[config.mk]
export PLATFORM = sky130hd
export DESIGN_NAME = chmem_window_alloc
export DESIGN_NICKNAME = d
export VERILOG_FILES = /design/src/rtl/chmem_pkg.sv /design/src/rtl/chmem_win_calc.sv /design/src/rtl/chmem_xlate.sv /design/src/rtl/chmem_err_flags.sv /design/src/rtl/chmem_window_alloc.sv
export SDC_FILE = /design/constraint.sdc
export NUM_CORES = 1
export LEC_CHECK = 0
export CAP_MARGIN = 20
export CORE_ASPECT_RATIO = 2
export CORE_MARGIN = 8
export CORE_UTILIZATION = 32
export CTS_CLUSTER_DIAMETER = 80
export CTS_CLUSTER_SIZE = 14
export DETAILED_ROUTE_END_ITERATION = 6
export PLACE_DENSITY = 0.84
export REMOVE_ABC_BUFFERS = 1
export SLEW_MARGIN = 20
export SYNTH_ARGS = -nofsm -noshare
export SYNTH_HDL_FRONTEND = slang
export SYNTH_SLANG_ARGS = --single-unit
[constraint.sdc]
create_clock -name clk -period 0.9 [get_ports clk]
set_input_delay 0.09 -clock clk [delete_from_list [all_inputs] [get_ports clk]]
set_output_delay 0.09 -clock clk [all_outputs]
set_load 0.03 [all_outputs]
[src/rtl/chmem_pkg.sv]
package chmem_pkg;

  localparam int unsigned DEF_NUM_CH    = 8;
  localparam int unsigned DEF_BLK_WORDS = 64;
  localparam int unsigned DEF_SIZE_W    = 4;

  // Effective number of blocks taken by a channel: zero means one block,
  // anything above the block total is held at the block total.
  function automatic int unsigned eff_blocks(input int unsigned raw,
                                             input int unsigned max_blk);
    if (raw == 0)            return 1;
    else if (raw > max_blk)  return max_blk;
    else                     return raw;
  endfunction

endpackage

[src/rtl/chmem_win_calc.sv]
module chmem_win_calc #(
  parameter int unsigned CH_IDX    = 0,
  parameter int unsigned BLK_WORDS = 64,
  parameter int unsigned NUM_BLK   = 8,
  parameter int unsigned SIZE_W    = 4,
  parameter int unsigned ADDR_W    = 9,
  localparam int unsigned LIM_W    = ADDR_W + 1
) (
  input  logic [SIZE_W-1:0] raw_size,
  output logic [ADDR_W-1:0] win_start,
  output logic [ADDR_W-1:0] win_end,
  output logic [LIM_W-1:0]  win_limit
);

  int unsigned eff;
  int unsigned span;
  logic [LIM_W-1:0] end_sum;

  always_comb begin
    eff       = chmem_pkg::eff_blocks(32'(raw_size), NUM_BLK);
    span      = eff * BLK_WORDS;
    win_limit = LIM_W'(span);
    win_start = ADDR_W'(CH_IDX * BLK_WORDS);
    // RAM depth is a power of two, so dropping the carry is the modulo.
    end_sum   = LIM_W'(CH_IDX * BLK_WORDS + span);
    win_end   = end_sum[ADDR_W-1:0];
  end

endmodule

[src/rtl/chmem_xlate.sv]
module chmem_xlate #(
  parameter int unsigned NUM_CH = 8,
  parameter int unsigned ADDR_W = 9,
  parameter int unsigned CH_W   = 3
) (
  input  logic              req_valid,
  input  logic [CH_W-1:0]   req_ch,
  input  logic              req_rx,
  input  logic              req_write,
  input  logic [ADDR_W-1:0] req_idx,
  input  logic [ADDR_W-1:0] start_a [NUM_CH],
  input  logic [ADDR_W:0]   limit_a [NUM_CH],
  input  logic [NUM_CH-1:0] owner,
  output logic              nx_valid,
  output logic [ADDR_W-1:0] nx_addr,
  output logic              nx_ok,
  output logic              nx_oor,
  output logic              nx_viol,
  output logic              nx_we,
  output logic [NUM_CH-1:0] nx_set
);

  logic [ADDR_W-1:0] base;
  logic [ADDR_W:0]   lim;
  logic              beyond;
  logic              wrong_eng;

  always_comb begin
    base      = start_a[req_ch];
    lim       = limit_a[req_ch];
    beyond    = ({1'b0, req_idx} >= lim);
    wrong_eng = (req_rx != owner[req_ch]);

    nx_valid  = req_valid;
    nx_oor    = req_valid & beyond;
    nx_viol   = req_valid & wrong_eng;
    nx_ok     = req_valid & ~beyond & ~wrong_eng;
    nx_addr   = (req_valid && !beyond) ? (base + req_idx) : '0;
    nx_we     = nx_ok & req_write;

    nx_set    = '0;
    if (nx_viol) nx_set[req_ch] = 1'b1;
  end

endmodule

[src/rtl/chmem_err_flags.sv]
module chmem_err_flags #(
  parameter int unsigned NUM_CH = 8
) (
  input  logic              clk,
  input  logic              rst_n,
  input  logic [NUM_CH-1:0] set_vec,
  input  logic [NUM_CH-1:0] clr_vec,
  output logic [NUM_CH-1:0] flags
);

  logic [NUM_CH-1:0] flags_d;

  // Set wins over a clear that lands at the same edge.
  always_comb begin
    flags_d = (flags & ~clr_vec) | set_vec;
  end

  always_ff @(posedge clk or negedge rst_n) begin
    if (!rst_n) flags <= '0;
    else        flags <= flags_d;
  end

endmodule

[src/rtl/chmem_window_alloc.sv]
module chmem_window_alloc #(
  parameter int unsigned NUM_CH    = chmem_pkg::DEF_NUM_CH,
  parameter int unsigned BLK_WORDS = chmem_pkg::DEF_BLK_WORDS,
  parameter int unsigned SIZE_W    = chmem_pkg::DEF_SIZE_W,
  localparam int unsigned RAM_WORDS = NUM_CH * BLK_WORDS,
  localparam int unsigned ADDR_W    = $clog2(RAM_WORDS),
  localparam int unsigned CH_W      = $clog2(NUM_CH)
) (
  input  logic                     clk,
  input  logic                     rst_n,
  input  logic [NUM_CH*SIZE_W-1:0] cfg_size,
  input  logic [NUM_CH-1:0]        cfg_owner,
  input  logic [NUM_CH-1:0]        err_clr,
  input  logic                     req_valid,
  input  logic [CH_W-1:0]          req_ch,
  input  logic                     req_rx,
  input  logic                     req_write,
  input  logic [ADDR_W-1:0]        req_idx,
  output logic                     rsp_valid,
  output logic [ADDR_W-1:0]        rsp_addr,
  output logic                     rsp_ok,
  output logic                     rsp_oor,
  output logic                     rsp_viol,
  output logic                     ram_we,
  output logic [NUM_CH-1:0]        err_irq,
  output logic [NUM_CH*ADDR_W-1:0] start_addr,
  output logic [NUM_CH*ADDR_W-1:0] end_addr
);

  logic [ADDR_W-1:0] start_a [NUM_CH];
  logic [ADDR_W-1:0] end_a   [NUM_CH];
  logic [ADDR_W:0]   limit_a [NUM_CH];

  // One window calculator per channel; bounds stay combinational.
  for (genvar n = 0; n < NUM_CH; n++) begin : g_win
    chmem_win_calc #(
      .CH_IDX    (n),
      .BLK_WORDS (BLK_WORDS),
      .NUM_BLK   (NUM_CH),
      .SIZE_W    (SIZE_W),
      .ADDR_W    (ADDR_W)
    ) u_win (
      .raw_size  (cfg_size[n*SIZE_W +: SIZE_W]),
      .win_start (start_a[n]),
      .win_end   (end_a[n]),
      .win_limit (limit_a[n])
    );
    assign start_addr[n*ADDR_W +: ADDR_W] = start_a[n];
    assign end_addr[n*ADDR_W +: ADDR_W]   = end_a[n];
  end

  logic              nx_valid;
  logic [ADDR_W-1:0] nx_addr;
  logic              nx_ok;
  logic              nx_oor;
  logic              nx_viol;
  logic              nx_we;
  logic [NUM_CH-1:0] nx_set;

  chmem_xlate #(
    .NUM_CH (NUM_CH),
    .ADDR_W (ADDR_W),
    .CH_W   (CH_W)
  ) u_xlate (
    .req_valid (req_valid),
    .req_ch    (req_ch),
    .req_rx    (req_rx),
    .req_write (req_write),
    .req_idx   (req_idx),
    .start_a   (start_a),
    .limit_a   (limit_a),
    .owner     (cfg_owner),
    .nx_valid  (nx_valid),
    .nx_addr   (nx_addr),
    .nx_ok     (nx_ok),
    .nx_oor    (nx_oor),
    .nx_viol   (nx_viol),
    .nx_we     (nx_we),
    .nx_set    (nx_set)
  );

  chmem_err_flags #(
    .NUM_CH (NUM_CH)
  ) u_err (
    .clk     (clk),
    .rst_n   (rst_n),
    .set_vec (nx_set),
    .clr_vec (err_clr),
    .flags   (err_irq)
  );

  // Response register: one stage between request and result.
  always_ff @(posedge clk or negedge rst_n) begin
    if (!rst_n) begin
      rsp_valid <= 1'b0;
      rsp_addr  <= '0;
      rsp_ok    <= 1'b0;
      rsp_oor   <= 1'b0;
      rsp_viol  <= 1'b0;
      ram_we    <= 1'b0;
    end else begin
      rsp_valid <= nx_valid;
      rsp_addr  <= nx_addr;
      rsp_ok    <= nx_ok;
      rsp_oor   <= nx_oor;
      rsp_viol  <= nx_viol;
      ram_we    <= nx_we;
    end
  end

endmodule

After elaboration in Yosys (flattened, before gate mapping)
Memory sizes are Yosys's and may differ from the RTL's.
Index checks and enable logic that the tools add are counted.
{"block": "totals", "n_memories": 1, "mem_bits_ro": 72, "in_bits": 65, "regBits": 22}
{"memory": "(name not given)", "depth": 8, "width": 9, "read_ports": 1, "rd_ports_with_merged_regs": 0, "write_ports": 0, "line_no": "chmem_xlate.sv:29", "rtl": "base = start_a[req_ch];"}
{"block": "op_classes", "n_mux": 27, "n_lt_le_gt_ge": 12, "n_eq_ne": 1, "reduce_logical": 11, "add_sub_neg": 8, "bitwise": 11}
{"op": "$mux W4", "n": 16}
{"op": "$add A9 B9 Y9 const A", "n": 4}
{"op": "$gt A4 B4 Y1 const B", "n": 8}
{"op": "$logic_not A4 Y1", "n": 8}
{"op": "$bmux W10 S3", "n": 1}
{"op": "$mux W9", "n": 3}
{"op": "$mux W10", "n": 2}
{"op": "$add A8 B9 Y9 const A", "n": 2}
{"op": "$ge A9 B10 Y1", "n": 1}
{"op": "$add A7 B9 Y9 const A", "n": 1}
{"op": "$add A9 B9 Y9", "n": 1}
{"op": "$and A8 B8 Y8", "n": 1}
{"op": "$mux W8", "n": 1}
{"op": "$not A8 Y8", "n": 1}
{"op": "$or A8 B8 Y8", "n": 1}
{"op": "$and A1 B1 Y1", "n": 5}
{"op": "$ge A4 B4 Y1 const B", "n": 1}
{"op": "$lt A3 B4 Y1 const B", "n": 1}
{"op": "$not A3 Y4", "n": 1}
{"op": "$bmux W1 S3", "n": 1}
{"op": "$demux W1 S3", "n": 1}
{"op": "$ge A3 B1 Y1 const B", "n": 1}
{"op": "$logic_and A1 B1 Y1", "n": 2}
{"op": "$mux W1", "n": 2}
{"op": "other kinds (3)", "n": 4}

Longest topological paths before layout
{"block": "depth", "depth_word": 11, "depth_mapped": 11, "mapped_depth_nobuf": 9}

By module
Synthesis repeated with hierarchy kept, for this count alone.
{"block": "unflattened", "hier_cells": 538, "area_unflattened_um2": 4458.0}
{"mod": "chmem_xlate", "cells_each": 247, "area_each_um2": 2023.2, "n_inst": 1}
{"mod": "chmem_win_calc (g_win[3].u_win ...)", "cells_each": 33, "area_each_um2": 234.0, "n_inst": 2}
{"mod": "chmem_win_calc (g_win[1].u_win ...)", "cells_each": 31, "area_each_um2": 229.0, "n_inst": 2}
{"mod": "chmem_window_alloc", "cells_each": 14, "area_each_um2": 350.3, "n_inst": 1}
{"mod": "chmem_err_flags", "cells_each": 24, "area_each_um2": 290.3, "n_inst": 1}
{"mod": "chmem_win_calc (g_win[6].u_win)", "cells_each": 32, "area_each_um2": 221.5, "n_inst": 1}
{"mod": "chmem_win_calc (g_win[2].u_win)", "cells_each": 32, "area_each_um2": 219.0, "n_inst": 1}
{"mod": "chmem_win_calc (g_win[0].u_win)", "cells_each": 30, "area_each_um2": 214.0, "n_inst": 1}
{"mod": "chmem_win_calc (g_win[4].u_win)", "cells_each": 31, "area_each_um2": 214.0, "n_inst": 1}

Worst setup path after synthesis
No wires, ideal clock.
{"block": "synth_timing", "path_kind": "input to register", "start": "input port cfg_size[30]", "end": "register rsp_addr[0]", "cell_stages": 10, "setup_time_ns": 0.120, "setup_slack_ns": -1.623, "arrival_ns": 2.403, "required_ns": 0.780, "cell_sequence": "nor2_1 > o21ai_0 > mux4_1 > mux2i_1 > ha_1 > nand2_1 > nor4_1 > o221ai_2 > buf_6 > and3_1"}
{"block": "synth_between", "elab_chain_cells": 10, "elab_cells_between_ends": 11, "cone_classes": "order compare: 2; mux: 6; reduce/logical: 3"}
{"element": "start: declaration", "line_no": "chmem_window_alloc.sv:11", "rtl": "input logic [NUM_CH*SIZE_W-1:0] cfg_size,"}
{"element": "$gt A4 B4 Y1", "line_no": "chmem_pkg.sv:12", "rtl": "else if (raw > max_blk) return max_blk;"}
{"element": "$mux W4", "line_no": "chmem_pkg.sv:12"}
{"element": "$mux W4 (*)", "line_no": "chmem_pkg.sv:11", "rtl": "if (raw == 0) return 1;"}
{"element": "$bmux W10 S3 (*)", "line_no": "chmem_xlate.sv:30", "rtl": "lim = limit_a[req_ch];"}
{"element": "$mux W10 (not written as such) (*) (2 in a row)", "line_no": "chmem_xlate.sv:30"}
{"element": "$ge A9 B10 Y1 (*)", "line_no": "chmem_xlate.sv:31", "rtl": "beyond = ({1'b0, req_idx} >= lim);"}
{"element": "$logic_not A1 Y1 (*)", "line_no": "chmem_xlate.sv:38", "rtl": "nx_addr = (req_valid && !beyond) ? (base + req_idx) : '0;"}
{"element": "$logic_and A1 B1 Y1 (*)", "line_no": "chmem_xlate.sv:38"}
{"element": "$mux W9 (*)", "line_no": "chmem_xlate.sv:38"}
{"element": "named net nx_addr[0]", "line_no": "chmem_window_alloc.sv:53", "rtl": "logic [ADDR_W-1:0] nx_addr;"}
{"element": "end signal: assignment", "line_no": "chmem_window_alloc.sv:103", "rtl": "rsp_addr <= nx_addr;"}
{"element": "end: declaration", "line_no": "chmem_window_alloc.sv:20", "rtl": "output logic [ADDR_W-1:0] rsp_addr,"}
Mark *: on every way through the listed nets, which the timed path passes. The rest lies on a longest branch. The select of a mux whose other input is x is not followed.

Worst setup path in the final report
{"block": "layout_timing", "start": "input port cfg_size[11]", "end": "register ram_we"}
{"block": "layout_between", "elab_chain_cells": 11, "elab_cells_between_ends": 12, "cone_classes": "order compare: 2; mux: 5; bitwise: 4; reduce/logical: 1"}
{"element": "$gt A4 B4 Y1", "line_no": "chmem_pkg.sv:12"}
{"element": "$mux W4", "line_no": "chmem_pkg.sv:12"}
{"element": "$mux W4 (*)", "line_no": "chmem_pkg.sv:11"}
{"element": "$bmux W10 S3 (*)", "line_no": "chmem_xlate.sv:30"}
{"element": "$mux W10 (not written as such) (*) (2 in a row)", "line_no": "chmem_xlate.sv:30"}
{"element": "$ge A9 B10 Y1 (*)", "line_no": "chmem_xlate.sv:31"}
{"element": "$not A1 Y1 (*)", "line_no": "chmem_xlate.sv:37", "rtl": "nx_ok = req_valid & ~beyond & ~wrong_eng;"}
{"element": "$and A1 B1 Y1 (*) (2 in a row)", "line_no": "chmem_xlate.sv:37"}
{"element": "$and A1 B1 Y1 (*)", "line_no": "chmem_xlate.sv:39", "rtl": "nx_we = nx_ok & req_write;"}
{"element": "named net nx_we", "line_no": "chmem_window_alloc.sv:57", "rtl": "logic nx_we;"}
{"element": "end signal: assignment", "line_no": "chmem_window_alloc.sv:107", "rtl": "ram_we <= nx_we;"}
{"element": "end: declaration", "line_no": "chmem_window_alloc.sv:24", "rtl": "output logic ram_we,"}
Marked as above.

==> impl_metrics.ini <==
[run_status]
status = finished with violations
violations = setup timing

[clock_network]
root_buffer = clkbuf_16
h-tree-depth = 1
cts.clk_slew.worst_paths_ns = 0.06
cts_made_buffers = 3
clkLatencyLatePin_ns = 0.26
cts_num_sinks = 22
clock_path_buffers = 2
tritoncts = built
cts_hold_buffers = 0

[global_route]
grt_pass1_wl_um = 14500
grt_overflow = 0
antenna_found_initial = 0
grt_start_max_net_pins = 23
track_usage_pct = 16.4
first_global_vias = 2802

[power]
power_leakage_nw = 2.20
peakVddDrop_v = 0.000562
p_per_area_nw_per_um2 = 1170

[final_layout]
diodes = 0
post-route-util_pct = 56.9
nFillCells = 627
fin_area_um2 = 4320
layout-drive-gt1-share_pct = 46.4
layout-area-overhead-vs-synth_pct = 72.4
fin_nets = 528

[logic_synthesis]
synthCells = 283
synth_compound_area_share_pct = 6.84
synth_top_area_share_pct = 36.2
muxShareOfSynthArea_pct = 10.4
syn-mean-instance-area_um2 = 8.86
async_flop_share_pct = 100
synth_area_leaders = buf_4, dfrtp_1, mux4_1, ha_1, inv_1
synth_ff_type = dfrtp_1
synth-edff-count = 0
synth-xor-area-share_pct = 3.15
yosys_warnings = 0
ys_seq_area_share_pct = 22.0
synth_area_um2 = 2510
synth_fa_ha_area_share_pct = 4.79
synth_top_family_by_area = buffers and inverters
ys_types = 35
synthSimpleGateAreaFrac_pct = 11.2
yosys.area.top_type = buf_4
ys_seq_elements = 22

[timing]
fmax_mhz = 486
setup_violations = 31
setup_slack_ns = -1.16
fin_tns_setup_ns = -20.21
hold_viol = 0
fin_crit_ns = 2.06
worst_slew_pin_slew_ns = 0.515
skew_ns = 0
slew_headroom_pct = 64.7
hold_ws_ns = 0.177
slew_viol_final = 0
rsz0062_at_grt = true
min_period_over_period_pct = 229

[routing]
wl_um = 9510
wl_per_cell_um = 17.4
dr_total_vias = 2277
drc = 0
first_pass_iters = 4
dr.first_iter.drc_count = 60
final_antenna_net_count = 0
via_per_inst = 4.16

[setup_path]
reg2reg_depth = 3
r2r-end = u_err.flags[5]
startpoint_type = primary input
endpoint_kind = flop
cp_max_fo = 6
cp-startpoint = cfg_size[11]
worstPathArrival_ns = 2.21
required_ns = 1.05
r2r_start = u_err.flags[5]
rrSetupSlack_ns = 0.12
critical_path_class = in -> reg
crit_end = ram_we

[placed_design]
io_buffers = 110
dp_hpwl_um = 7470
place_area_um2 = 3510
gp_congestion = 0.835
dp_slack_ns = -1.98

[worst_hold_path]
hp-class = in -> async

[floorplanning]
dieArea_um2 = 11100
die_h_um = 141
num_io_pins = 231
num_rows = 45
die_w_um = 78.6
start_util_pct = 33.0
core-area_um2 = 7600

[run]
max_cap_violations = 0
power by group:
| part | leakage (nW) | internal (W) | switching, W | total, W |
|---|---|---|---|---|
| combinational | 1.86 | 0.00116 | 0.00173 | 0.00289 |
| clock | 0.0442 | 0.000680 | 0.000365 | 0.00104 |
| sequential | 0.293 | 0.00107 | 0.0000367 | 0.00110 |
| total | 2.20 | 0.00291 | 0.00214 | 0.00504 |
state kept, by name (all words and copies together) (netlist names):
| register | count |
|---|---|
| ram_we | 1 |
| rsp_addr | 9 |
| rsp_ok | 1 |
| rsp_oor | 1 |
| rsp_valid | 1 |
| rsp_viol | 1 |
| u_err.flags | 8 |
repair_timing:
action                                  4_1_cts  5_1_grt
pin swaps                                    47       25
gates cloned                                  3        0
resized for setup                           265       33
setup buffers                                30        8
endpoints found under the setup margin       54       43
logic make-up after synthesis:
group,Yosys count
other,2
XOR/XNOR,9
AND/OR/NAND/NOR,53
multiplexers,14
flip-flops,22
adder cells (fa/ha/maj),9
buffers and inverters,151
AO/OA/AOI/OAI,23
cell usage after synthesis (4+ instances only):
library cell / instances
nor2b_1: 5
nand2b_1: 8
dfrtp_1: 22
ha_1: 8
o32ai_1: 4
mux4_1: 5
mux2i_1: 5
nand2_1: 6
xnor2_1: 5
buf_4: 121
xor2_1: 4
o22ai_1: 4
nor2_1: 16
inv_1: 23
and3_1: 9
o21bai_1: 7
layout by cell type, fill, tap and decap left out, drive strengths merged, types with 7 or more instances in the layout:
cell type and instances:
buf 137, conb 120, clkdlybuf4s50 29, inv 24, dfrtp 22, nor2 16
and3 9, nand2b 8, mux4 8, ha 8, o21bai 7
area by class of cell:
| class | count | area, um2 | share of cell area (%) |
|---|---|---|---|
| sequential | 22 | 551 | 12.7 |
| multi-input combinational | 229 | 1810 | 41.8 |
| tap | 94 | 118 | 2.72 |
| timing repair buffer | 174 | 1660 | 38.5 |
| clock buffer | 4 | 88.8 | 2.06 |
| inverter | 24 | 95.1 | 2.20 |
critical path, stage by stage:
cell and delay (ns):
buf_6 0.09, nand2b_4 0.14, mux2_4 0.27, mux4_2 0.48, ha_4 0.31, nand2_4 0.05
nor4_4 0.19, buf_4 0.18, o221ai_4 0.15, and4_1 0.25
through the flow:
step                      cells  total power (W)
after floorplan             274          0.00247
after global placement      523          0.00340
after detailed placement    523          0.00343
after CTS                   549          0.00494
after global routing        547          0.00525
final                       547          0.00504
routing by layer:
layer	part of all wire (%)	vias up	global-route usage [%]
li1	-	1028	-
met1	35	1049	16.3
met2	53	192	31.3
met3	11	8	5.03
met4	1.1	0	4.23
met5	0	-	0
worst min-delay path by stage:
| stage | end | cells after the start | startpoint | slack (ns) |
|---|---|---|---|---|
| finish | u_err.flags[0] | 2 | rst_n | 0.18 |
| CTS | u_err.flags[1] | 2 | rst_n | 0.18 |
| floorplan | ram_we | 0 | rst_n | -0.21 |
| detailed placement | u_err.flags[1] | 2 | rst_n | 0.45 |
| global placement | u_err.flags[4] | 2 | rst_n | 0.45 |
| global route | rsp_ok | 2 | rst_n | 0.20 |
Note: power is estimated with default switching activity, not from simulation.
